$ cat config.mk
export PLATFORM = sky130hd
export DESIGN_NAME = dacSpiTx
export DESIGN_NICKNAME = d
export VERILOG_FILES = /design/src/rtl/dacSpiPkg.sv /design/src/rtl/dacSpiCtrl.sv /design/src/rtl/dacSpiData.sv /design/src/rtl/dacSpiTx.sv
export SDC_FILE = /design/constraint.sdc
export NUM_CORES = 1
export LEC_CHECK = 0
export ABC_AREA = 1
export BUFFER_PORTS_ARGS = -buffer_cell sky130_fd_sc_hd__buf_2
export CORE_ASPECT_RATIO = 1.5
export CORE_MARGIN = 2
export CORE_UTILIZATION = 35
export DETAILED_ROUTE_END_ITERATION = 6
export GPL_TIMING_DRIVEN = 0
export PLACE_DENSITY = 0.59
export SKIP_LAST_GASP = 1
export SLEW_MARGIN = 25
export SYNTH_ARGS = -nofsm -noshare
export SYNTH_HDL_FRONTEND = slang
export SYNTH_SLANG_ARGS = --single-unit
export TNS_END_PERCENT = 1
$ cat constraint.sdc
create_clock -name clk -period 3.2 [get_ports clk]
set_input_delay 0.64 -clock clk [delete_from_list [all_inputs] [get_ports clk]]
set_output_delay 0.64 -clock clk [all_outputs]
set_load 0.01 [all_outputs]
$ cat src/rtl/dacSpiPkg.sv
package dacSpiPkg;

  typedef enum logic [2:0] {
    ST_CLEAR,
    ST_IDLE,
    ST_LEAD,
    ST_SHIFT,
    ST_TAIL
  } dacState_t;

  // Strobes issued by the control and acted on by the datapath
  typedef struct packed {
    logic load;     // capture a new frame
    logic shift;    // advance the serial register by one bit
    logic sckRise;  // drive the serial clock high
    logic sckFall;  // drive the serial clock low
    logic csOn;     // pull chip select low
    logic csOff;    // release chip select
    logic clrOff;   // release the DAC clear line
  } dacStrobe_t;

endpackage

$ cat src/rtl/dacSpiCtrl.sv
module dacSpiCtrl
  import dacSpiPkg::*;
#(
  parameter int SCK_DIV    = 4,
  parameter int FRAME_BITS = 24
) (
  input  logic       clk,
  input  logic       rst,
  input  logic       start,
  output dacStrobe_t strobe,
  output logic       busy,
  output logic       done
);

  localparam int HALF = SCK_DIV / 2;
  localparam int PW   = (SCK_DIV > 2) ? $clog2(SCK_DIV) : 1;
  localparam int BW   = $clog2(FRAME_BITS);

  dacState_t state;
  logic [PW-1:0] phase;
  logic [BW-1:0] bitCnt;
  logic lastPhase;
  logic lastBit;

  assign lastPhase = (phase == PW'(SCK_DIV - 1));
  assign lastBit   = (bitCnt == BW'(FRAME_BITS - 1));
  assign busy      = (state != ST_IDLE);

  always_comb begin
    strobe = '0;
    unique case (state)
      ST_IDLE: begin
        strobe.load = start;
        strobe.csOn = start;
      end
      ST_LEAD:  strobe.sckRise = lastPhase;
      ST_SHIFT: begin
        strobe.sckFall = (phase == PW'(HALF - 1));
        strobe.shift   = (phase == PW'(HALF - 1));
        strobe.sckRise = lastPhase && !lastBit;
      end
      ST_TAIL:  strobe.csOff  = lastPhase;
      ST_CLEAR: strobe.clrOff = lastPhase;
      default:  strobe = '0;
    endcase
  end

  always_ff @(posedge clk) begin
    if (rst) begin
      state  <= ST_CLEAR;
      phase  <= '0;
      bitCnt <= '0;
      done   <= 1'b0;
    end else begin
      done <= 1'b0;
      if (state == ST_IDLE) begin
        phase <= '0;
        if (start) begin
          state <= ST_LEAD;
        end
      end else begin
        phase <= lastPhase ? '0 : phase + 1'b1;
        if (lastPhase) begin
          unique case (state)
            ST_LEAD: begin
              state  <= ST_SHIFT;
              bitCnt <= '0;
            end
            ST_SHIFT: begin
              if (lastBit) state <= ST_TAIL;
              else         bitCnt <= bitCnt + 1'b1;
            end
            ST_TAIL: begin
              state <= ST_IDLE;
              done  <= 1'b1;
            end
            ST_CLEAR: state <= ST_IDLE;
            default:  state <= ST_IDLE;
          endcase
        end
      end
    end
  end

  AST_DONE_SINGLE: assert property (@(posedge clk) disable iff (rst)
    done |=> !done);

  AST_NO_LOAD_BUSY: assert property (@(posedge clk) disable iff (rst)
    (busy && start) |=> (state != ST_LEAD || $past(state) == ST_LEAD));

endmodule

$ cat src/rtl/dacSpiData.sv
module dacSpiData
  import dacSpiPkg::*;
#(
  parameter bit WIDE_FRAME = 1'b0,
  parameter int FRAME_BITS = 24
) (
  input  logic        clk,
  input  logic        rst,
  input  dacStrobe_t  strobe,
  input  logic [3:0]  cmd,
  input  logic [3:0]  addr,
  input  logic [11:0] sample,
  output logic        sck,
  output logic        mosi,
  output logic        csN,
  output logic        clrN
);

  logic [FRAME_BITS-1:0] frameWord;
  logic [FRAME_BITS-1:0] shiftReg;

  generate
    if (WIDE_FRAME) begin : gWide
      assign frameWord = {8'h00, cmd, addr, sample, 4'h0};
    end else begin : gShort
      assign frameWord = {cmd, addr, sample, 4'h0};
    end
  endgenerate

  always_ff @(posedge clk) begin
    if (rst) begin
      shiftReg <= '0;
      sck      <= 1'b0;
      csN      <= 1'b1;
      clrN     <= 1'b0;
    end else begin
      if (strobe.load)       shiftReg <= frameWord;
      else if (strobe.shift) shiftReg <= {shiftReg[FRAME_BITS-2:0], 1'b0};
      if (strobe.sckRise)      sck <= 1'b1;
      else if (strobe.sckFall) sck <= 1'b0;
      if (strobe.csOn)       csN <= 1'b0;
      else if (strobe.csOff) csN <= 1'b1;
      if (strobe.clrOff) clrN <= 1'b1;
    end
  end

  assign mosi = shiftReg[FRAME_BITS-1];

  AST_SCK_IDLE_LOW: assert property (@(posedge clk) disable iff (rst)
    csN |-> !sck);

  AST_MOSI_AT_FALL: assert property (@(posedge clk) disable iff (rst)
    (!csN && $past(!csN) && (mosi != $past(mosi))) |-> $fell(sck));

  AST_CLR_HOLD: assert property (@(posedge clk) disable iff (rst)
    clrN |=> clrN);

endmodule

$ cat src/rtl/dacSpiTx.sv
module dacSpiTx
  import dacSpiPkg::*;
#(
  parameter int SCK_DIV    = 4,
  parameter bit WIDE_FRAME = 1'b0
) (
  input  logic        clk,
  input  logic        rst,
  input  logic        start,
  input  logic [3:0]  cmd,
  input  logic [3:0]  addr,
  input  logic [11:0] sample,
  output logic        busy,
  output logic        done,
  output logic        sck,
  output logic        mosi,
  output logic        csN,
  output logic        clrN
);

  localparam int FRAME_BITS = WIDE_FRAME ? 32 : 24;

  dacStrobe_t strobe;

  dacSpiCtrl #(
    .SCK_DIV   (SCK_DIV),
    .FRAME_BITS(FRAME_BITS)
  ) ctrl (
    .clk   (clk),
    .rst   (rst),
    .start (start),
    .strobe(strobe),
    .busy  (busy),
    .done  (done)
  );

  dacSpiData #(
    .WIDE_FRAME(WIDE_FRAME),
    .FRAME_BITS(FRAME_BITS)
  ) data (
    .clk   (clk),
    .rst   (rst),
    .strobe(strobe),
    .cmd   (cmd),
    .addr  (addr),
    .sample(sample),
    .sck   (sck),
    .mosi  (mosi),
    .csN   (csN),
    .clrN  (clrN)
  );

  AST_DONE_CS_RISE: assert property (@(posedge clk) disable iff (rst)
    done |-> ($rose(csN) && !busy));

  AST_CS_BUSY: assert property (@(posedge clk) disable iff (rst)
    !csN |-> busy);

endmodule

Yosys cells after proc, flatten, opt, wreduce, memory -nomap -nowiden:

Index checks and enable logic that the tools add are counted.

* register bits after elaboration: 34
* input port bits: 23
* output and inout bits: 6
* word-level logic and storage cells: 54

* eq/ne operators: 11
* bitwise logic cells: 2
* multiplexer cells: 19
* reduce and logical (&&, ||, !) cells: 12
* add/subtract/negate cells: 2

Operator list (count)
* 24-bit two-way mux: 2
* 3-bit two-way mux: 4
* 5-bit case mux with 2 select lines: 1
* 2-bit nonzero test: 5
* 1-bit two-way mux: 9
* 3-bit by 2-bit equality test with 1-bit output, second input constant: 2
* 3-bit by 1-bit inequality test with 1-bit output, second input constant: 2
* 3-bit case mux with 2 select lines: 1
* 3-bit OR reduction: 2
* 5-bit by 1-bit adder with 5-bit output, second input constant: 1
* 5-bit equality test, second input constant: 1
* 5-bit two-way mux: 1
* 2-bit inequality test, second input constant: 2
* 4-bit AND reduction: 1
* 3-bit by 1-bit equality test with 1-bit output, second input constant: 1
* 3-bit equality test, second input constant: 1
* 3-bit zero test: 1
* 3-bit AND reduction: 1
* 2-bit by 1-bit adder with 2-bit output, second input constant: 1
* 2-bit by 1-bit equality test with 1-bit output, second input constant: 1
* 2-bit equality test, second input constant: 1
* 1-bit NOT: 2
* 1-bit case mux with 2 select lines: 1
* 1-bit logical AND: 1
* 1-bit zero test: 1

Longest topological paths before layout:

Gate-level depths: netlist of the first run.

* depth after elaboration: 5
* gate-level depth with buffers: 9
* mapped depth without buffers: 8

By module:

From an unflattened synthesis of the first run, not the netlist that was laid out.

* cells, all modules: 255
* area, all modules: 1695.4 sq um

Modules (own cells, without submodules)
* dacSpiData: sequential area each 460.4 sq um, area each 1041.0 sq um, cells an instance 160, instances 1
* dacSpiCtrl: sequential area each 220.2 sq um, area each 654.4 sq um, cells an instance 95, instances 1

Worst setup path after synthesis of the first run:

OpenSTA, ideal clock, no wires.

* path kind: input port to flip-flop
* start point: in start
* end point: reg data.shiftReg[22]
* data arrival time: 1.202 ns
* path slack: 1.866 ns
* stages: 6
* cell sequence: inv_1 -> nor2_4 -> buf_4 -> nand2_1 -> nand3_1 -> a21oi_1

* word-level cells in the longest chain between the ends: 2
* elaborated cells on any way between the ends: 3

Ends and longest elaborated chain
* from (decl): RTL line dacSpiTx.sv:9 `input logic start,`
* 1-bit two-way mux *: RTL line dacSpiCtrl.sv:31 `unique case (state)`
* 24-bit two-way mux or 2-bit nonzero test (tied branches)
* to (signal assigned): RTL line dacSpiData.sv:37 `if (strobe.load) shiftReg <= frameWord;`
* to (signal assigned): RTL line dacSpiData.sv:38 `else if (strobe.shift) shiftReg <= {shiftReg[FRAME_BITS-2:0], 1'b0};`
* to (decl): RTL line dacSpiData.sv:20 `logic [FRAME_BITS-1:0] shiftReg;`

Every way passes the cells marked *; elsewhere a longest branch is shown, timed or not.
A chain may end at the register's enable or synchronous reset.

Worst setup path after layout of the first run:

* start point: reg ctrl.state[1]
* end point: out busy

* word-level cells in the longest chain between the ends: 1

Ends and longest elaborated chain
* from (decl): RTL line dacSpiCtrl.sv:19 `dacState_t state;`
* from (signal assigned): RTL line dacSpiCtrl.sv:50 `state <= ST_CLEAR;`
* from (signal assigned): RTL line dacSpiCtrl.sv:59 `state <= ST_LEAD;`
* from (signal assigned): RTL line dacSpiCtrl.sv:66 `state <= ST_SHIFT;`
* 3-bit by 1-bit inequality test with 1-bit output: RTL line dacSpiCtrl.sv:27 `assign busy = (state != ST_IDLE);`
* to (decl): RTL line dacSpiTx.sv:13 `output logic busy,`

No other way between the ends.

==> impl_metrics.toml, run 1 <==
[run_status]
status = "completed"

[sta]
hold_violations = 0
setup_viol = 0
finClkSkew_ns = 0.00328
rsz0062_at_grt = "no"
fin_hold_ws_ns = 0.463
drv_slew = 0
setup_ws_ns = 1.40
max_freq_mhz = 554
tightest_slew_ns = 0.496
final.period_utilization_pct = 56.4
setup_tns_ns = 0
max-slew-margin-rel_pct = 66.9
fin_crit_ns = 1.80

[routing]
wl_um = 3650
firstDrtPassIters = 4
ant_nets = 0
drc = 0
routed-via-count = 1589
wl_per_cell_um = 10.4
drt-initial-drc-count = 52
viasPerCell = 4.51

[grt]
antenna_found_initial = 0
grt_pass1_vias = 1528
grt_max_degree = 11
grt_first_pass_wirelength_um = 6310
grt_overflow = 0
grt_util_all_layers_pct = 15.4

[placed_design]
io_buffers = 28
placed_area_mm2 = 0.00187
hpwl_um = 2680
gp_congestion = 0.872
pre_cts_ws_ns = 1.52

[floorplanning]
initial_core_util_pct = 36.4
core_mm2 = 0.00454
dieWidth_um = 60.1
rows = 30
fp.dieArea_mm2 = 0.00530
io_pins = 29
fp.dieH_um = 88.2

[synth]
synth_commonest_cells = "nand2_1, nand3_1, inv_1"
seq_area_frac_synth_pct = 41.1
synth_area_per_cell_um2 = 6.56
synth_edf_count = 0
synth_top_area_share_pct = 41.1
async_flop_share_pct = 0
synth.ff_latch_count = 34
synth_flop_cell = "dfxtp_1"
yosysTopAreaCell = "dfxtp_1"
ys_types = 20
synth_fp_nets = 278
syn_area_mm2 = 0.00165
ys_warn_count = 0
postSynthCellCount = 252
post_synth_main_area_contributors = "dfxtp_1, nand2_1, nand3_1"
synth_most_common_cell = "nand2_1"

[clock_tree]
cts.sinks = 34
path_clk_slew_ns = 0.07
clk_path_buf_depth = 2
clk_latency_ns = 0.28
post_cts_buffers = 0
cts_tree = "done"
htreeDepth = 2
cts_buffers = 5
root_buffer = "clkbuf_8"
hold_buffers = 0
post_cts_resized = 0

[job]
max-cap-violations = 0

[final_layout]
fin_nets = 313
fillers = 508
syn_to_final_growth_pct = 18.8
utilization_pct = 43.3
stdcell_area_mm2 = 0.00197
drive_above_1_share_pct = 16.0
antennaDiodeCount = 0

[critical_path]
end_kind = "output port"
critPathRequiredTime_ns = 2.56
startpoint_type = "flip-flop"
worstSetupPathType = "flip-flop to output port"
critPathArrivalTime_ns = 1.16
path_max_fanout = 6

[power_and_ir_drop]
ir_drop_mv = 0.272
power_frac_comb_pct = 22.8
p_sw_uw = 341
p_int_uw = 730
seqPwrFrac_pct = 46.8
p_sw_share_pct = 31.9
p_clk_share_pct = 30.4
leakage_uw = 0.000978
cellPowerDensity_mw_per_mm2 = 545

[min_path]
hp-class = "flip-flop to flip-flop"
==> flip-flops by register name, summed over array words and instances (netlist names) <==
signal / cells
data.shiftReg: 20
ctrl.bitCnt: 5
ctrl.state: 3
ctrl.phase: 2
ctrl.done: 1
data.clrN: 1
data.csN: 1
data.sck: 1
==> power by group through the flow <==
stage | clock, uW | combinational (uW) | sequential, uW
6_report | 325 | 245 | 502
5_1_grt | 351 | 284 | 508
4_1_cts | 339 | 247 | 501
3_5_place_dp | 0 | 246 | 510
3_3_place_gp | 0 | 245 | 509
2_1_floorplan | 0 | 180 | 505
==> path summary, 6_finish.rpt <==
check,depth (start not counted),to,from,slack (ns)
max reg2reg,6,ctrl.bitCnt[1]$_SDFFE_PP0P_,ctrl.phase[0]$_SDFF_PP0_,1.61
max,3,busy,ctrl.state[1]$_SDFFE_PP0P_,1.40
min,1,ctrl.phase[0]$_SDFF_PP0_,ctrl.phase[0]$_SDFF_PP0_,0.46
min reg2reg,1,ctrl.phase[0]$_SDFF_PP0_,ctrl.phase[0]$_SDFF_PP0_,0.46
==> placed cells by master (no fill, tap or decap) <==
| cell type | n |
|---|---|
| a21oi_1 | 11 |
| buf_2 | 30 |
| buf_4 | 2 |
| clkbuf_1 | 5 |
| clkbuf_8 | 6 |
| clkinv_2 | 1 |
| dfxtp_1 | 34 |
| ha_1 | 3 |
| inv_1 | 37 |
| inv_2 | 1 |
| nand2_1 | 82 |
| nand2_2 | 1 |
| nand3_1 | 41 |
| nand3_2 | 1 |
| nand4_1 | 6 |
| nor2_1 | 15 |
| nor2_2 | 3 |
| nor2_4 | 1 |
| nor3_1 | 2 |
| nor4_1 | 1 |
| o21ai_0 | 4 |
| xor2_1 | 1 |
==> worst max-delay path, cell delays in order (launching register included) <==
cell,delay (ns)
dfxtp_1,0.35
inv_1,0.16
nand3_2,0.18
buf_2,0.19
==> cell type report <==
cell class	instances	area (um^2)	share of cell area, %
Multi-Input combinational cell	172	791	40.2
Sequential cell	34	681	34.6
Inverter	38	143	7.26
Timing Repair Buffer	28	140	7.13
Clock buffer	7	86.3	4.39
Tap cell	64	80.1	4.07
Buffer	8	40.0	2.04
Clock inverter	1	5.00	0.255
==> stage by stage <==
| step | power, uW | instances |
|---|---|---|
| after floorplan | 684 | 252 |
| after global placement | 754 | 344 |
| after detailed placement | 756 | 344 |
| after CTS | 1090 | 352 |
| after global routing | 1140 | 352 |
| final | 1070 | 352 |
==> cell families after synthesis <==
logic type,Yosys count,synth area share (%)
AND/OR/NAND/NOR,153,40.5
flip-flops,34,41.1
adder cells (fa/ha/maj),3,2.27
AO/OA/AOI/OAI,15,4.54
buffers and inverters,46,11.0
XOR/XNOR,1,0.530
==> layer usage <==
layer  global-route usage, %  vias to the layer above  routed length [um]
met5                       0                        -                   0
met4                    6.46                        0                  68
met3                    3.10                        6                 172
met2                    26.4                       32                1810
met1                    18.4                      688                1600
li1                        -                      863                   -
(Power assumes the default switching activity.)
==> inputs of run 2 (changes only) <==
PLACE_DENSITY = 0.61   (was 0.59)
clock period = 1.55 ns   (was 3.2 ns; I/O delays follow)
==> run 2 against run 1 <==
Combinational power up 120%. Cell count is 0.57% higher. Clock power up 150%. Total power grew 120%. Largest power group unchanged. Highest routed layer unchanged.
==> impl_metrics.toml, run 2 (same netlist as run 1, synthesis figures left out) <==
[run_status]
status = "completed"

[clock_tree]
root_buffer = "clkbuf_8"
cts_buffers = 5
cts.sinks = 34
hold_buffers = 0
path_clk_slew_ns = 0.07
clk_latency_ns = 0.29
clk_path_buf_depth = 2
cts_tree = "done"
htreeDepth = 2

[placed_design]
io_buffers = 28
pre_cts_ws_ns = -0.0745
gp_congestion = 0.774
place_inst = 344
placed_area_mm2 = 0.00187
hpwl_um = 2690

[final_layout]
antennaDiodeCount = 0
fillers = 490
stdcell_area_mm2 = 0.00202
regMostFlops = "data.shiftReg"
top_regs = "data.shiftReg (20), ctrl.bitCnt (5), ctrl.state (3)"
syn_to_final_growth_pct = 22.0
drive_above_1_share_pct = 17.9
largest_reg_flops = 20
final_cell_mix = "nand2_1, nand3_1, inv_1"
layout_commonest_cell = "nand2_1"
fin_nets = 315
final_cells = 354

[routing]
ant_nets = 0
firstDrtPassIters = 4
wl_per_cell_um = 10.2
drt-initial-drc-count = 54
viasPerCell = 4.52
routed-via-count = 1600
wl_um = 3600
drt-met1-wl_um = 1620
met3WireLength_um = 158
drc = 0
dr_wl_met2_um = 1740
routed.top_layer = "met4"

[power_and_ir_drop]
cellPowerDensity_mw_per_mm2 = 1180
ir_drop_mv = 0.587
leakage_uw = 0.00100
p_total_uw = 2380

[critical_path]
startpoint_type = "flip-flop"
worstSetupPathType = "flip-flop to output port"
path_max_fanout = 6
end_kind = "output port"
rrSetupSlack_ns = 0.13
critPathArrivalTime_ns = 1.19
reg2reg_depth = 7
critPathRequiredTime_ns = 1.24

[grt]
antenna_found_initial = 0
grt_pass1_vias = 1476
grt_util_all_layers_pct = 15.6
grt_first_pass_wirelength_um = 6260
grt_overflow = 0
grt_max_degree = 12

[floorplanning]
fp.dieArea_mm2 = 0.00530
core_mm2 = 0.00454
io_pins = 29
rows = 30
initial_core_util_pct = 36.4
fp.dieH_um = 88.2
dieWidth_um = 60.1

[sta]
setup_ws_ns = 0.0457
max_freq_mhz = 665
rsz0062_at_grt = "yes"
drv_slew = 0
hold_violations = 0
setup_viol = 0
final.period_utilization_pct = 97.1
setup_tns_ns = 0
tightest_slew_ns = 0.475
max-slew-margin-rel_pct = 68.3
fin_crit_ns = 1.50
finClkSkew_ns = 0.00904

[min_path]
holdPathStages = 2
hp-class = "input pin to flip-flop"

[job]
max-cap-violations = 0
[run 2: path summary, 6_finish.rpt]
kind | startpoint | endpoint
worst max-delay path | ctrl.state[2]$_SDFFE_PP0P_ | busy
worst max register to register | ctrl.state[1]$_SDFFE_PP0P_ | data.shiftReg[22]$_SDFFE_PP0P_
worst min register to register | ctrl.phase[0]$_SDFF_PP0_ | ctrl.phase[0]$_SDFF_PP0_
worst min-delay path | rst | ctrl.done$_SDFF_PP0_
[run 2: worst max-delay path: stages (launching register included)]
cell and delay [ns]:
dfxtp_1 0.48, inv_2 0.11, nand3_2 0.16, buf_2 0.16
[run 2: timing repair]
item,in CTS,in global routing
pin swaps,0,1
setup endpoints to repair,13,30
setup buffers,0,2
gates resized for setup,1,6
hold endpoints to repair,0,0
[run 2: stage by stage]
stage	hold WS [ns]	utilization, %
global route	0.219	44.4
CTS	0.225	43.7
floorplan	0.389	-
finish	0.233	44.4
global placement	0.438	41.3
detailed placement	0.446	41.3
[run 2: report_power, final]
part           switching (uW)  internal (uW)  leakage [uW]
combinational             342            199      0.000668
sequential               66.5            968      0.000275
clock                     333            473     0.0000579
total                     742           1640       0.00100
[run 2: layer usage]
metal | vias to the layer above | track usage, %
li1 | 867 | -
met1 | 691 | 18.3
met2 | 33 | 26.3
met3 | 9 | 3.69
met4 | 0 | 6.87
met5 | - | 0
[run 2: final cells by class]
class,instances,area (um^2),area share [%]
clock buffer,5,68.8,3.41
tap,64,80.1,3.97
buffer,8,41.3,2.05
inverter,38,143,7.07
timing repair buffer,30,155,7.69
sequential,34,682,33.8
multi-input combinational,172,808,40.0
clock inverter,3,40.0,1.98
==> inputs of run 3 (changes only) <==
ABC_AREA = 0   (was 1)
PLACE_DENSITY = 0.62   (was 0.61)
==> run 3 against run 2 <==
Sequential cell count unchanged. Combinational power decreased by 56%. Register-to-register slack got worse by 0.07 ns. Global-route usage about the same. Largest cell class unchanged.
==> impl_metrics.toml, run 3 <==
[floorplanning]
initial_core_util_pct = 36.3
rows = 29
fp.dieH_um = 85.0
fp.dieArea_mm2 = 0.00492
dieWidth_um = 58.0
core_mm2 = 0.00421
io_pins = 29

[power_and_ir_drop]
seqPwrFrac_pct = 52.5
p_total_uw = 1800
p_clk_share_pct = 34.3
cellPowerDensity_mw_per_mm2 = 947
p_sw_share_pct = 26.1
p_sw_uw = 471
power_frac_comb_pct = 13.3
ir_drop_mv = 0.569
leakage_uw = 0.000715
p_int_uw = 1330

[routing]
ant_nets = 0
wl_per_cell_um = 14.1
firstDrtPassIters = 4
wl_um = 3670
drc = 0
viasPerCell = 5.54
routed-via-count = 1446
drt-initial-drc-count = 69

[critical_path]
worstSetupPathType = "flip-flop to output port"
critPathArrivalTime_ns = 1.23
end_kind = "output port"
critPathRequiredTime_ns = 1.24
path_max_fanout = 5
startpoint_type = "flip-flop"

[synth]
synth_top_area_share_pct = 44.5
syn_area_mm2 = 0.00153
synth_fp_nets = 202
synth_commonest_cells = "dfxtp_1, a21oi_1, nand3_1"
post_synth_main_area_contributors = "dfxtp_1, a22oi_1, a21oi_1"
ys_warn_count = 0
synth.ff_latch_count = 34
synth_area_per_cell_um2 = 8.69
synth_edf_count = 0
synth_most_common_cell = "dfxtp_1"
async_flop_share_pct = 0
ys_types = 32
yosysTopAreaCell = "dfxtp_1"
postSynthCellCount = 176
seq_area_frac_synth_pct = 44.5
synth_flop_cell = "dfxtp_1"

[grt]
grt_first_pass_wirelength_um = 6040
grt_util_all_layers_pct = 15.5
grt_overflow = 0
antenna_found_initial = 0
grt_max_degree = 11
grt_pass1_vias = 1402

[sta]
fin_crit_ns = 1.54
finClkSkew_ns = 0.00479
max_freq_mhz = 649
setup_tns_ns = 0
fin_hold_ws_ns = 0.261
setup_viol = 0
max-slew-margin-rel_pct = 66.7
rsz0062_at_grt = "yes"
final.period_utilization_pct = 99.4
drv_slew = 0
tightest_slew_ns = 0.499
hold_violations = 0

[final_layout]
drive_above_1_share_pct = 30.2
fin_nets = 241
syn_to_final_growth_pct = 24.6
regMostFlops = "data.shiftReg"
final_cell_mix = "buf_2, dfxtp_1, nand3_1, a21oi_1"
largest_reg_flops = 20
layout_commonest_cell = "buf_2"
top_regs = "data.shiftReg (20), ctrl.bitCnt (5), ctrl.state (3)"
antennaDiodeCount = 0
fillers = 433

[clock_tree]
cts.sinks = 34
clk_path_buf_depth = 2
root_buffer = "clkbuf_8"
clk_latency_ns = 0.29
path_clk_slew_ns = 0.07
cts_buffers = 5
cts_tree = "done"
htreeDepth = 2

[job]
max-cap-violations = 0

[placed_design]
io_buffers = 27
hpwl_um = 2540
gp_congestion = 0.766

[min_path]
hp-class = "input pin to flip-flop"

[run_status]
status = "completed"
run 3: cell count changes after synthesis, sizes merged, moves of 4 or more:
cell	change
nand2	-68
a22oi	+16
inv	-34
nand4	-5
a31oi	+4
a311oi	+5
nor2	-8
a21oi	+10
nand3	-21
buf	+5
run 3: per-layer routing:
metal	wire, um	global-route usage [%]	vias up
met5	0	0	-
li1	-	-	725
met3	171	3.51	5
met2	1870	27.5	32
met1	1570	17.4	684
met4	62	6.34	0
run 3: layout make-up:
cell class                 count  area [um^2]  area share (%)
sequential                    34          688            36.1
tap                           46         57.6            3.02
clock inverter                 2         10.0           0.525
timing repair buffer          33          186            9.78
multi-input combinational    122          795            41.7
inverter                       4         15.0           0.788
buffer                        15         85.1            4.46
clock buffer                   5         68.8            3.61
run 3: through the flow:
| stage | utilization (%) | instance area [um^2] | setup WS [ns] | cells |
|---|---|---|---|---|
| 2_1_floorplan | - | 1530 | 0.0667 | 176 |
| 3_3_place_gp | 40.9 | 1720 | -0.0544 | 249 |
| 3_5_place_dp | 40.9 | 1720 | -0.101 | 249 |
| 4_1_cts | 43.6 | 1840 | -0.0435 | 259 |
| 5_1_grt | 45.3 | 1910 | -0.0281 | 261 |
| 6_report | 45.3 | 1910 | 0.00953 | 261 |
run 3: power groups by stage:
| stage | logic [uW] | registers [uW] | clock network, uW |
|---|---|---|---|
| final | 239 | 946 | 619 |
| after global routing | 266 | 951 | 664 |
| after CTS | 218 | 940 | 638 |
| after detailed placement | 207 | 959 | 0 |
| after global placement | 205 | 958 | 0 |
| after floorplan | 130 | 959 | 0 |
run 3: worst max-delay path, stage by stage (launching register included):
cell	delay, ns
dfxtp_2	0.33
buf_6	0.12
or3b_4	0.37
buf_6	0.13
run 3: cells by family after synthesis:
group | count (synthesis) | synth area share (%)
AOI/OAI and AO/OA | 53 | 22.3
adders and majority gates | 3 | 2.46
buffers and inverters | 20 | 5.97
DFF | 34 | 44.5
and+or+nand+nor | 66 | 24.7
run 3: final timing paths:
path / cells past startpoint / from / slack [ns] / endpoint
hold reg to reg: 2 / data.sck$_SDFFE_PP0P_ / 0.46 / data.sck$_SDFFE_PP0P_
hold / removal: 3 / sample[0] / 0.26 / data.shiftReg[4]$_SDFFE_PP0P_
setup reg to reg: 4 / ctrl.phase[0]$_SDFF_PP0_ / 0.06 / ctrl.bitCnt[3]$_SDFFE_PP0P_
setup / recovery: 3 / ctrl.state[1]$_SDFFE_PP0P_ / 0.01 / busy
run 3: repair_timing:
item,4_1_cts,5_1_grt
buffers inserted,3,3
hold endpoints to repair,0,0
pin swaps,1,3
endpoints found under the setup margin,5,20
resized for setup,6,17
hold buffers,0,0
